===== src/rtl/sdclk_pkg.sv =====
package sdclk_pkg;

    localparam int DIV_W     = 6;
    localparam int NSRC      = 2;
    localparam int PH_W      = 2;
    localparam int DATA_W    = 32;

    // clock word field positions
    localparam int DIV_LSB   = 0;
    localparam int SRC_LSB   = 6;
    localparam int OPH_LSB   = 8;
    localparam int TPH_LSB   = 10;
    localparam int RPH_LSB   = 12;
    localparam int AON_BIT   = 16;

    // main word field positions
    localparam int STOP_BIT  = 0;

    localparam logic [PH_W-1:0] OPH_RESET = 2'd2;

    typedef enum logic [1:0] {
        ST_OFF  = 2'd0,
        ST_PARK = 2'd1,
        ST_HIGH = 2'd2,
        ST_LOW  = 2'd3
    } clk_state_e;

endpackage


===== src/rtl/sdclk_regs.sv =====
module sdclk_regs
    import sdclk_pkg::*;
#(
    parameter int SRC_W = 1
) (
    input  logic              clk,
    input  logic              rst_n,
    input  logic              cfg_wr,
    input  logic              cfg_sel,
    input  logic [DATA_W-1:0] cfg_wdata,
    output logic [DIV_W-1:0]  div_cfg,
    output logic [SRC_W-1:0]  src_cfg,
    output logic [PH_W-1:0]   oph_cfg,
    output logic [PH_W-1:0]   tph_cfg,
    output logic [PH_W-1:0]   rph_cfg,
    output logic              aon_cfg,
    output logic              stop_cfg
);

    logic unused_wdata_bits;
    assign unused_wdata_bits = ^{cfg_wdata[DATA_W-1:AON_BIT+1],
                                 cfg_wdata[AON_BIT-1:RPH_LSB+PH_W],
                                 cfg_wdata[OPH_LSB-1:SRC_LSB+SRC_W]};

    always_ff @(posedge clk or negedge rst_n) begin
        if (!rst_n) begin
            div_cfg  <= '0;
            src_cfg  <= '0;
            oph_cfg  <= OPH_RESET;
            tph_cfg  <= '0;
            rph_cfg  <= '0;
            aon_cfg  <= 1'b0;
            stop_cfg <= 1'b1;
        end else if (cfg_wr) begin
            if (!cfg_sel) begin
                div_cfg <= cfg_wdata[DIV_LSB +: DIV_W];
                src_cfg <= cfg_wdata[SRC_LSB +: SRC_W];
                oph_cfg <= cfg_wdata[OPH_LSB +: PH_W];
                tph_cfg <= cfg_wdata[TPH_LSB +: PH_W];
                rph_cfg <= cfg_wdata[RPH_LSB +: PH_W];
                aon_cfg <= cfg_wdata[AON_BIT];
            end else begin
                stop_cfg <= cfg_wdata[STOP_BIT];
            end
        end
    end

endmodule


===== src/rtl/sdclk_tick_sel.sv =====
module sdclk_tick_sel #(
    parameter int NUM_SRC = 2,
    parameter int SRC_W   = 1
) (
    input  logic [NUM_SRC-1:0] ref_tick,
    input  logic [SRC_W-1:0]   src_sel,
    output logic               tick
);

    logic [NUM_SRC-1:0] hit;

    for (genvar g = 0; g < NUM_SRC; g++) begin : g_src
        assign hit[g] = ref_tick[g] && (src_sel == SRC_W'(g));
    end

    assign tick = |hit;

endmodule


===== src/rtl/sdclk_fsm.sv =====
module sdclk_fsm
    import sdclk_pkg::*;
#(
    parameter int SRC_W = 1
) (
    input  logic             clk,
    input  logic             rst_n,
    input  logic             tick,
    input  logic             stop,
    input  logic             aon,
    input  logic             xfer_active,
    input  logic             ddr_mode,
    input  logic [DIV_W-1:0] div_cfg,
    input  logic [SRC_W-1:0] src_cfg,
    output logic [DIV_W-1:0] div_act,
    output logic [SRC_W-1:0] src_act,
    output logic             card_clk,
    output logic             running,
    output logic             strobe
);

    localparam logic [DIV_W-1:0] ONE = DIV_W'(1);

    clk_state_e       state, nxt;
    logic [DIV_W-1:0] cnt, cnt_nxt;
    logic             load;
    logic             run_req;
    logic             last;
    logic [DIV_W-1:0] div_eff;
    logic             strobe_nxt;

    assign run_req = aon || xfer_active;
    assign last    = (cnt == div_act - ONE);
    assign div_eff = (div_cfg == '0) ? ONE : div_cfg;

    // state register
    always_ff @(posedge clk or negedge rst_n) begin
        if (!rst_n) begin
            state   <= ST_OFF;
            cnt     <= '0;
            div_act <= ONE;
            src_act <= '0;
            strobe  <= 1'b0;
        end else begin
            state  <= nxt;
            cnt    <= cnt_nxt;
            strobe <= strobe_nxt;
            if (load) begin
                div_act <= div_eff;
                src_act <= src_cfg;
            end
        end
    end

    // next state
    always_comb begin
        nxt     = state;
        cnt_nxt = cnt;
        load    = 1'b0;
        unique case (state)
            ST_OFF: begin
                load    = 1'b1;
                cnt_nxt = '0;
                if (!stop) nxt = run_req ? ST_HIGH : ST_PARK;
            end
            ST_PARK: begin
                cnt_nxt = '0;
                if (stop)         nxt = ST_OFF;
                else if (run_req) nxt = ST_HIGH;
            end
            ST_HIGH: begin
                if (stop) begin
                    nxt     = ST_OFF;
                    cnt_nxt = '0;
                end else if (tick) begin
                    if (last) begin
                        nxt     = ST_LOW;
                        cnt_nxt = '0;
                    end else begin
                        cnt_nxt = cnt + ONE;
                    end
                end
            end
            ST_LOW: begin
                if (stop) begin
                    nxt     = ST_OFF;
                    cnt_nxt = '0;
                end else if (tick) begin
                    if (last) begin
                        nxt     = run_req ? ST_HIGH : ST_PARK;
                        cnt_nxt = '0;
                    end else begin
                        cnt_nxt = cnt + ONE;
                    end
                end
            end
            default: begin
                nxt     = ST_OFF;
                cnt_nxt = '0;
            end
        endcase
    end

    // outputs
    always_comb begin
        card_clk   = (state == ST_HIGH);
        running    = (state == ST_HIGH) || (state == ST_LOW);
        strobe_nxt = ((nxt == ST_HIGH) && (state != ST_HIGH)) ||
                     (ddr_mode && (state == ST_HIGH) && (nxt == ST_LOW));
    end

endmodule


===== src/rtl/sdclk_gen.sv =====
module sdclk_gen
    import sdclk_pkg::*;
#(
    parameter int NUM_SRC = NSRC
) (
    input  logic                clk,
    input  logic                rst_n,
    input  logic                cfg_wr,
    input  logic                cfg_sel,
    input  logic [DATA_W-1:0]   cfg_wdata,
    input  logic [NUM_SRC-1:0]  ref_tick,
    input  logic                ddr_mode,
    input  logic                xfer_active,
    output logic                card_clk,
    output logic                card_clk_running,
    output logic                sample_strobe,
    output logic [PH_W-1:0]     out_phase,
    output logic [PH_W-1:0]     tx_phase,
    output logic [PH_W-1:0]     rx_phase
);

    localparam int SRC_W = (NUM_SRC > 1) ? $clog2(NUM_SRC) : 1;

    logic [DIV_W-1:0] div_cfg, div_act;
    logic [SRC_W-1:0] src_cfg, src_act;
    logic             aon_cfg;
    logic             stop_q;
    logic             tick;

    sdclk_regs #(.SRC_W(SRC_W)) u_regs (
        .clk       (clk),
        .rst_n     (rst_n),
        .cfg_wr    (cfg_wr),
        .cfg_sel   (cfg_sel),
        .cfg_wdata (cfg_wdata),
        .div_cfg   (div_cfg),
        .src_cfg   (src_cfg),
        .oph_cfg   (out_phase),
        .tph_cfg   (tx_phase),
        .rph_cfg   (rx_phase),
        .aon_cfg   (aon_cfg),
        .stop_cfg  (stop_q)
    );

    sdclk_tick_sel #(.NUM_SRC(NUM_SRC), .SRC_W(SRC_W)) u_tick (
        .ref_tick (ref_tick),
        .src_sel  (src_act),
        .tick     (tick)
    );

    sdclk_fsm #(.SRC_W(SRC_W)) u_fsm (
        .clk         (clk),
        .rst_n       (rst_n),
        .tick        (tick),
        .stop        (stop_q),
        .aon         (aon_cfg),
        .xfer_active (xfer_active),
        .ddr_mode    (ddr_mode),
        .div_cfg     (div_cfg),
        .src_cfg     (src_cfg),
        .div_act     (div_act),
        .src_act     (src_act),
        .card_clk    (card_clk),
        .running     (card_clk_running),
        .strobe      (sample_strobe)
    );

endmodule


===== config.mk =====
export PLATFORM = sky130hd
export DESIGN_NAME = sdclk_gen
export DESIGN_NICKNAME = d
export VERILOG_FILES = /design/src/rtl/sdclk_pkg.sv /design/src/rtl/sdclk_regs.sv /design/src/rtl/sdclk_tick_sel.sv /design/src/rtl/sdclk_fsm.sv /design/src/rtl/sdclk_gen.sv
export SDC_FILE = /design/constraint.sdc
export NUM_CORES = 1
export LEC_CHECK = 0
export BUFFER_PORTS_ARGS = -buffer_cell sky130_fd_sc_hd__buf_2
export CORE_MARGIN = 1
export CORE_UTILIZATION = 44
export CTS_BUF_LIST = sky130_fd_sc_hd__clkbuf_16
export DETAILED_ROUTE_END_ITERATION = 6
export GPL_TIMING_DRIVEN = 0
export MAX_ROUTING_LAYER = met4
export PLACE_DENSITY_LB_ADDON = 0.1
export SKIP_LAST_GASP = 1
export SLEW_MARGIN = 20
export SYNTH_ARGS = -nofsm -noshare
export SYNTH_HDL_FRONTEND = slang
export SYNTH_SLANG_ARGS = --single-unit
export TNS_END_PERCENT = 100

===== constraint.sdc =====
create_clock -name clk -period 3.7 [get_ports clk]
set_clock_uncertainty 0.15 [all_clocks]
set_input_delay 0.37 -clock clk [delete_from_list [all_inputs] [get_ports clk]]
set_output_delay 0.37 -clock clk [all_outputs]
set_load 0.02 [all_outputs]

==> results by stage, run 1 <==
Floorplan:
- The area enclosed by the die boundary is 0.00374 sq mm.
- The die width is 61.2 microns.
- The number of core rows is 21.
- The starting density of the core is 0.462.
- The number of ports placed on the die boundary is 49.
- In this run the vertical extent of the chip is 61.2 microns.
- The floorplan core area is 0.00334 sq mm.

Power:
- The power density of the placed cells is 621 mW/mm^2.
- The cell leakage power is 0.854 nW.
- The total power consumption of the routed design is 0.00117 W.
- The peak supply drop is 0.401 mV.

Route:
- The final wirelength is 2.87 mm.
- The number of vias in the routed layout is 1133.
- The number of iterations in the first detailed-routing pass is 4.
- In the routed design, unresolved DRC markers number 0.
- The routed wire length per instance is 13.1 microns.
- In this run the remaining antenna-violating nets after routing total 0.
- The starting DRC count in detailed routing is 41.
- The via-per-instance ratio is 5.17.

Setup path:
- The class of the most critical setup path is register to register.
- The critical path endpoint category is a register.
- The type of origin of the critical path is a register.
- Along the worst path, the maximum fanout reaches 6.
- The required time of the critical path is 3680 ps.
- The worst path arrival time is 2360 ps.

Synthesis:
- Each instance of the synthesized netlist takes up on average 11.4 sq um.
- The net count of the mapped netlist is 177.
- The post-synthesis async set-or-reset flop share is 1.00.
- The sequential fraction of the synthesis area is 0.506.
- Synthesis instantiated 35 different standard cells from the library.
- In the synthesized netlist the dominant register cell turns out to be dfrtp_1.
- The number of enable-type register cells in the synthesized netlist is 0.
- Synthesis produced a netlist whose cell count is 135.
- The synthesis warning total is 0.
- The netlist area before placement is 0.00154 sq mm.
- Counting flops and latches in the post-synthesis netlist gives 31.

Outcome:
- The flow ran to the end, but the final reports show violations.
- The final reports fail on hold timing.

Timing:
- The final critical-path required period is 2390 ps.
- For the pin with the worst max-slew slack, the measured transition is 673 ps.
- The number of failing setup endpoints in the final timing report is 0.
- After routing, the total negative slack on setup checks comes to 0 ps.
- In the finished design, the share of the clock period the worst path needs comes to 0.645.
- Setup repair after global routing left no endpoint under its margin.
- The tightest hold path in the finished design has a slack of -14.2 ps.
- The number of hold violations in the final report is 21.
- The relative max-transition margin is 0.549.
- Derived from the worst setup path, the maximum achievable clock frequency is 419 MHz.
- The number of max-slew violations in the final report is 0.

Placed design:
- The placed instances occupy a cell area of 0.00175 sq mm.
- The routability-driven placement congestion ratio is 0.784.
- The half-perimeter wire length after placement is 2.17 mm.
- The number of buffers inserted by port buffering is 30.

Clock tree:
- The clock insertion delay at the later pin of the skew report is 270 ps.
- Once the clock tree was built, the setup fixing pass inserted 0 buffers.
- After clock tree synthesis, the flow added hold-fix buffers numbering 0.
- In this run, post-CTS repair resized a total of 0 instances.
- The clock-pin slew on the worst setup and hold paths is 50 ps.
- Clock tree synthesis inserted a total of 5 buffers.
- The cell chosen for the clock root is clkbuf_16.
- The tree built by TritonCTS fans out to 31 sinks.
- The H-tree depth is 2.
- The longest clock path from root to sink contains 2 buffers.
- TritonCTS built the clock tree.

Global route:
- The total routing usage reported by global routing is 0.191.
- The total overflow left after global routing is 0.
- The via count of the first global-routing pass came to 1179.
- The first global-routing pass estimated 4.91 mm of wire.
- The maximum number of pins on one net before global-route repair is 32.
- The number of antenna violations at the first check in global routing came to 0.

Hold path:
- The worst min-delay path class is input port to asynchronous set/reset pin.

Layout:
- In the final layout, the share of cells above drive strength 1 is 0.289.
- The number of nets in the layout is 214.
- The area overhead of the layout relative to synthesis is 22.3%.
- The area of all placed cells without fillers is 0.00188 sq mm.
- The antenna diode count is 0.
- The library cells used most frequently in the layout, excluding fill and tap cells, are buf_2 (31), dfrtp_1 (28), mux2_1 (17), nand2_1 (9), nor2_1 (8).
- The library cell used most frequently in the layout, excluding fill and tap cells, is buf_2.

Run:
- Across the run, the number of max-cap violations was 0.
==> kinds of logic (layout without fill, tap and decap cells) <==
family,count (synthesis),after routing,share of synthesized area
AND/OR/NAND/NOR,44,44,0.159
flip-flops,31,31,0.506
AO/OA/AOI/OAI,23,23,0.115
multiplexers,20,20,0.146
buffers and inverters,9,47,0.0227
XOR/XNOR,6,6,0.0341
adder cells (fa/ha/maj),2,2,0.0162
==> state kept, by name (all words and copies together) (netlist names) <==
name             cells
u_regs.rph_cfg       2
u_fsm.div_act        6
u_fsm.cnt            6
u_regs.stop_cfg      1
u_regs.div_cfg       6
u_fsm.strobe         1
u_fsm.src_act        1
u_regs.src_cfg       1
u_regs.aon_cfg       1
u_regs.oph_cfg       2
u_fsm.state          2
u_regs.tph_cfg       2
==> area by class of cell <==
type | count | area [sq um]
buffer | 6 | 23.8
clock buffer | 5 | 125
clock inverter | 3 | 11.3
fill | 328 | 1450
inverter | 3 | 11.3
multi-input combinational | 95 | 726
sequential | 31 | 779
tap | 46 | 57.6
timing repair buffer | 30 | 150
==> cell usage after synthesis (4+ instances only) <==
cell type / number / area, sq um
nor3_1: 4 / 20.0
o21ai_0: 6 / 30.0
clkbuf_1: 5 / 18.8
nor2_1: 8 / 30.0
and3_1: 6 / 37.5
a21oi_1: 4 / 20.0
nand2_1: 9 / 33.8
dfrtp_1: 28 / 701
mux2_1: 17 / 191
==> routing by layer <==
metal / vias to the layer above / routed length (microns) / track usage
met3: 4 / 100 / 0.0441
met2: 25 / 1430 / 0.301
met4: 0 / 41 / 0.0909
met5: - / 0 / -
li1: 556 / - / -
met1: 548 / 1290 / 0.230
==> final timing paths <==
check                           depth (start not counted)  slack, ps                       endpoint                           from
worst max-delay path                                    8       1310       u_fsm.state[1]$_DFF_PN0_   u_fsm.div_act[0]$_DFFE_PN1N_
worst min-delay path                                    1        -10   u_fsm.div_act[1]$_DFFE_PN0N_                          rst_n
worst max register to register                          8       1310       u_fsm.state[1]$_DFF_PN0_   u_fsm.div_act[0]$_DFFE_PN1N_
worst min register to register                          1        330  u_regs.rph_cfg[1]$_DFFE_PN0P_  u_regs.rph_cfg[1]$_DFFE_PN0P_
max in group asynchronous                               1       2970  u_regs.rph_cfg[0]$_DFFE_PN0P_                          rst_n
min in group clk                                        2        170  u_regs.div_cfg[1]$_DFFE_PN0P_                   cfg_wdata[1]
==> worst max-delay path, cell delays in order (launching register included) <==
cell and delay (ps):
dfstp_2 560, inv_1 60, ha_1 310, xor2_1 130, nand2_1 100, a2111oi_4 430, and3_1 210, buf_2 170
a311oi_1 120
==> power breakdown <==
group          internal [W]  switching, W
Clock              0.000241      0.000129
Sequential         0.000411     0.0000647
Combinational      0.000141      0.000182
==> metrics by stage <==
| step | instances | hold slack, ps | setup slack (ps) | util |
|---|---|---|---|---|
| 6_report | 219 | -14.2 | 1310 | 0.565 |
| 5_1_grt | 219 | 57.6 | 1160 | 0.565 |
| 4_1_cts | 219 | 14.5 | 1300 | 0.565 |
| 3_5_place_dp | 211 | 301 | 1300 | 0.524 |
| 3_3_place_gp | 211 | 303 | 1370 | 0.524 |
| 2_1_floorplan | 135 | -75.6 | 1540 | - |
Power figures use the tool's default switching activity.
==> inputs of run 2 (changes only) <==
==> constraint.sdc (replaced) <==
create_clock -name clk -period 2.1 [get_ports clk]
set_clock_uncertainty 0.15 [all_clocks]
set_input_delay 0.21 -clock clk [delete_from_list [all_inputs] [get_ports clk]]
set_output_delay 0.21 -clock clk [all_outputs]
set_load 0.02 [all_outputs]
==> run 2 against run 1 <==
The flow now finishes without violations. Register-to-register slack worse by 1300 ps. Die area stayed put. Wire length is 6.1% higher. Critical endpoint unchanged. Combinational power is 110% higher.
==> results by stage, run 2 (synthesis results as in run 1) <==
Outcome:
- The run finished with clean final reports.

Power:
- The portion of total power attributed to the clock network is 0.307.
- The completed layout was analyzed and its total power is 0.00218 W.
- The proportion of power drawn by flip-flops and latches is 0.385.
- The power density of the placed cells is 1100 mW/mm^2.
- Summed over all nets, the switching power comes to 0.000711 W.
- The cell leakage power is 0.887 nW.
- IR analysis of the VDD net gives a maximum drop of 0.661 mV.
- The switching share of power is 0.326.
- The share of total power dissipated in combinational logic is 0.308.
- The internal power is 0.00147 W.

Route:
- After detailed routing, the average wire length per cell comes to 13.6 microns.
- The final wirelength is 3.04 mm.
- The starting DRC count in detailed routing is 34.
- Across all layers, the routed design uses 1172 vias.
- The pre-antenna-repair detailed-routing pass consisted of 4 iterations.
- After detailed routing, the number of remaining DRC violations is 0.
- The via-per-instance ratio is 5.23.
- The residual antenna-violating net count after detailed routing is 0.

Setup path:
- The class of the most critical setup path is register to register.
- The endpoint identified for the worst register-to-register timing path is u_fsm.state[1]$_DFF_PN0_.
- Walking the worst path, the cells encountered are inv_2 > ha_4 > xor2_1 > nand2_1 > a2111oi_4 > and3_1 > buf_6 > a311oi_2.
- The worst setup path is captured at a register.
- On the worst path, the slowest cell contributes a delay of 540 ps.
- The required time of the critical path is 2080 ps.
- The setup check on the worst reg-to-reg path leaves a slack of 4 ps.
- The type of origin of the critical path is a register.
- The worst path arrival time is 2080 ps.
- The highest-delay cell along the critical path is dfstp_2.
- The startpoint identified for the worst register-to-register timing path is u_fsm.div_act[0]$_DFFE_PN1N_.
- The family with the most delay on the worst path is flip-flops.
- The maximum fanout count along the critical path is 6.
- The count of buffer and inverter cells on the critical path is 2.
- The worst reg2reg path depth is 8.

Global route:
- The global route total overflow is 0.
- The number of antenna violations at the first check in global routing is 0.
- The via count of the first global-routing pass came to 1171.
- Entering global routing, the biggest net connects 32 pins.
- The total routing usage reported by global routing is 0.200.
- The wire length of the first global-routing pass is 5.11 mm.

Timing:
- Setup repair after global routing could not meet its margin everywhere.
- The transition time of the tightest slew-check pin is 680 ps.
- The peak clock frequency supported by timing is 477 MHz.
- The routed design could run at a clock period as short as 2100 ps.
- The relative max-transition margin is 0.547.
- Setup violations remaining at the end of the flow were counted as 0.
- The final critical-path share of the clock period is 0.998.
- The number of max-slew violations in the final report is 0.
- The number of hold violations in the final report is 0.
- Setup slack on the critical path of the routed design comes to 4.32 ps.

Clock tree:
- The cell chosen for the clock root is clkbuf_16.
- Clock-pin slew was measured on the worst setup and hold paths at 50 ps.
- The CTS tree is yes.
- The tree built by TritonCTS fans out to 31 sinks.
- The number of buffers inserted during clock tree synthesis is 5.
- The longest clock path from root to sink contains 2 buffers.
- The later pin in the worst-skew pair is clocked with a latency of 270 ps.
- The H-tree depth is 2.

Layout:
- Of the cells placed in the final design, the portion with a size suffix greater than 1 is 0.348.
- The filler cell count in the final layout is 304.
- Leaving out fill and tap cells, the most frequent cell in the layout is buf_2.
- With fillers left out, the area of the finished cells amounts to 0.00199 sq mm.
- For this run, the share of the core covered by cells in the final layout is 0.595.
- The area overhead of the layout relative to synthesis is 28.9%.
- Leaving out fill and tap cells, the most frequent cells in the layout are buf_2 (30), dfrtp_1 (28), mux2_1 (17), nand2_1 (9), nor2_1 (8).
- The largest registers in the layout are u_fsm.cnt: 6 flops, u_fsm.div_act: 6 flops, u_regs.div_cfg: 6 flops.
- The number of antenna diodes in the final layout is 0.
- After the last flow step, the layout net total stands at 219.

Placed design:
- Buffers placed on the I/O ports in this run total 30.
- The routability-driven placement congestion ratio is 0.802.
- The instance area after placement is 0.00175 sq mm.
- The half-perimeter wire length after placement is 2.17 mm.
- The setup slack at placement is -121 ps.

Hold path:
- The startpoint identified for the worst hold timing path is cfg_wdata[10].
- The worst hold path belongs to the class input port to register.
- The path with the worst hold slack has its endpoint at u_regs.tph_cfg[0]$_DFFE_PN0P_.
- The number of cells on the worst hold path is 2.

Run:
- The max-cap check violation count is 0.

Floorplan:
- For this configuration, the core starts out at a cell density of 0.462.
- The floorplan has 21 rows.
- From left edge to right edge, the die measures 61.2 microns.
- The vertical extent of the die is 61.2 microns.
- The region available for standard cell placement spans 0.00334 sq mm.
- The area enclosed by the die boundary is 0.00374 sq mm.
- The number of ports placed on the die boundary is 49.
-- run 2: cell count changes in the layout (fill, tap and decap cells not counted), sizes merged --
cell and change:
buf +3, inv -1, dlygate4sd3 +2, clkinv +1
-- run 2: how the worst max path moves through the flow --
stage                                  from                        to  slack (ps)  cells past startpoint
6_report       u_fsm.div_act[0]$_DFFE_PN1N_  u_fsm.state[1]$_DFF_PN0_           4                      8
3_3_place_gp   u_fsm.div_act[0]$_DFFE_PN1N_  u_fsm.state[1]$_DFF_PN0_         -90                      8
3_5_place_dp   u_fsm.div_act[0]$_DFFE_PN1N_  u_fsm.state[1]$_DFF_PN0_        -120                      8
5_1_grt        u_fsm.div_act[0]$_DFFE_PN1N_  u_fsm.state[1]$_DFF_PN0_         -70                      8
4_1_cts        u_fsm.div_act[0]$_DFFE_PN1N_  u_fsm.state[1]$_DFF_PN0_         -80                      8
2_1_floorplan  u_fsm.div_act[0]$_DFFE_PN1N_  u_fsm.state[1]$_DFF_PN0_          80                      8
-- run 2: what timing repair did --
| action | 4_1_cts | 5_1_grt |
|---|---|---|
| buffers inserted | 2 | 1 |
| hold buffers | 2 | 0 |
| pin swaps | 6 | 5 |
| resized for setup | 5 | 4 |
| setup endpoints to repair | 7 | 8 |
| hold endpoints to repair | 29 | 0 |
-- run 2: per-stage QoR --
step	hold slack, ps	std cells	TNS (ps)
after global placement	143	211	-401
after CTS	0.803	223	-289
after global routing	3.07	224	-212
after floorplan	-236	135	0
after detailed placement	144	211	-614
final	7.95	224	0
-- run 2: worst register-to-register path, cell delays in order (launching register included) --
cell       delay (ps)
dfstp_2           540
inv_2              50
ha_4              260
xor2_1            140
nand2_1            90
a2111oi_4         290
and3_1            230
buf_6             130
a311oi_2           90
-- run 2: final cells by class --
| cell class | instances | area [sq um] | area share |
|---|---|---|---|
| multi-input cells | 95 | 774 | 0.390 |
| clock buffers | 5 | 125 | 0.0630 |
| flip-flops and latches | 31 | 779 | 0.393 |
| repair buffers | 35 | 193 | 0.0970 |
| inverters | 3 | 11.3 | 0.00567 |
| plain buffers | 6 | 30.0 | 0.0151 |
| clock inverters | 3 | 15.0 | 0.00756 |
| well taps | 46 | 57.6 | 0.0290 |
-- run 2: power groups by stage --
stage	clock (W)	sequential, W	combinational [W]
after detailed placement	0	0.000848	0.000570
after global routing	0.000716	0.000857	0.000740
after global placement	0	0.000841	0.000553
after CTS	0.000694	0.000836	0.000633
after floorplan	0	0.000845	0.000413
final	0.000671	0.000840	0.000671
-- run 2: metal layers --
metal,GRT usage,up-vias,wire length (microns)
met5,-,-,0
met4,0.104,0,51
met3,0.0483,7,112
met2,0.325,29,1570
met1,0.229,568,1310
li1,-,568,-
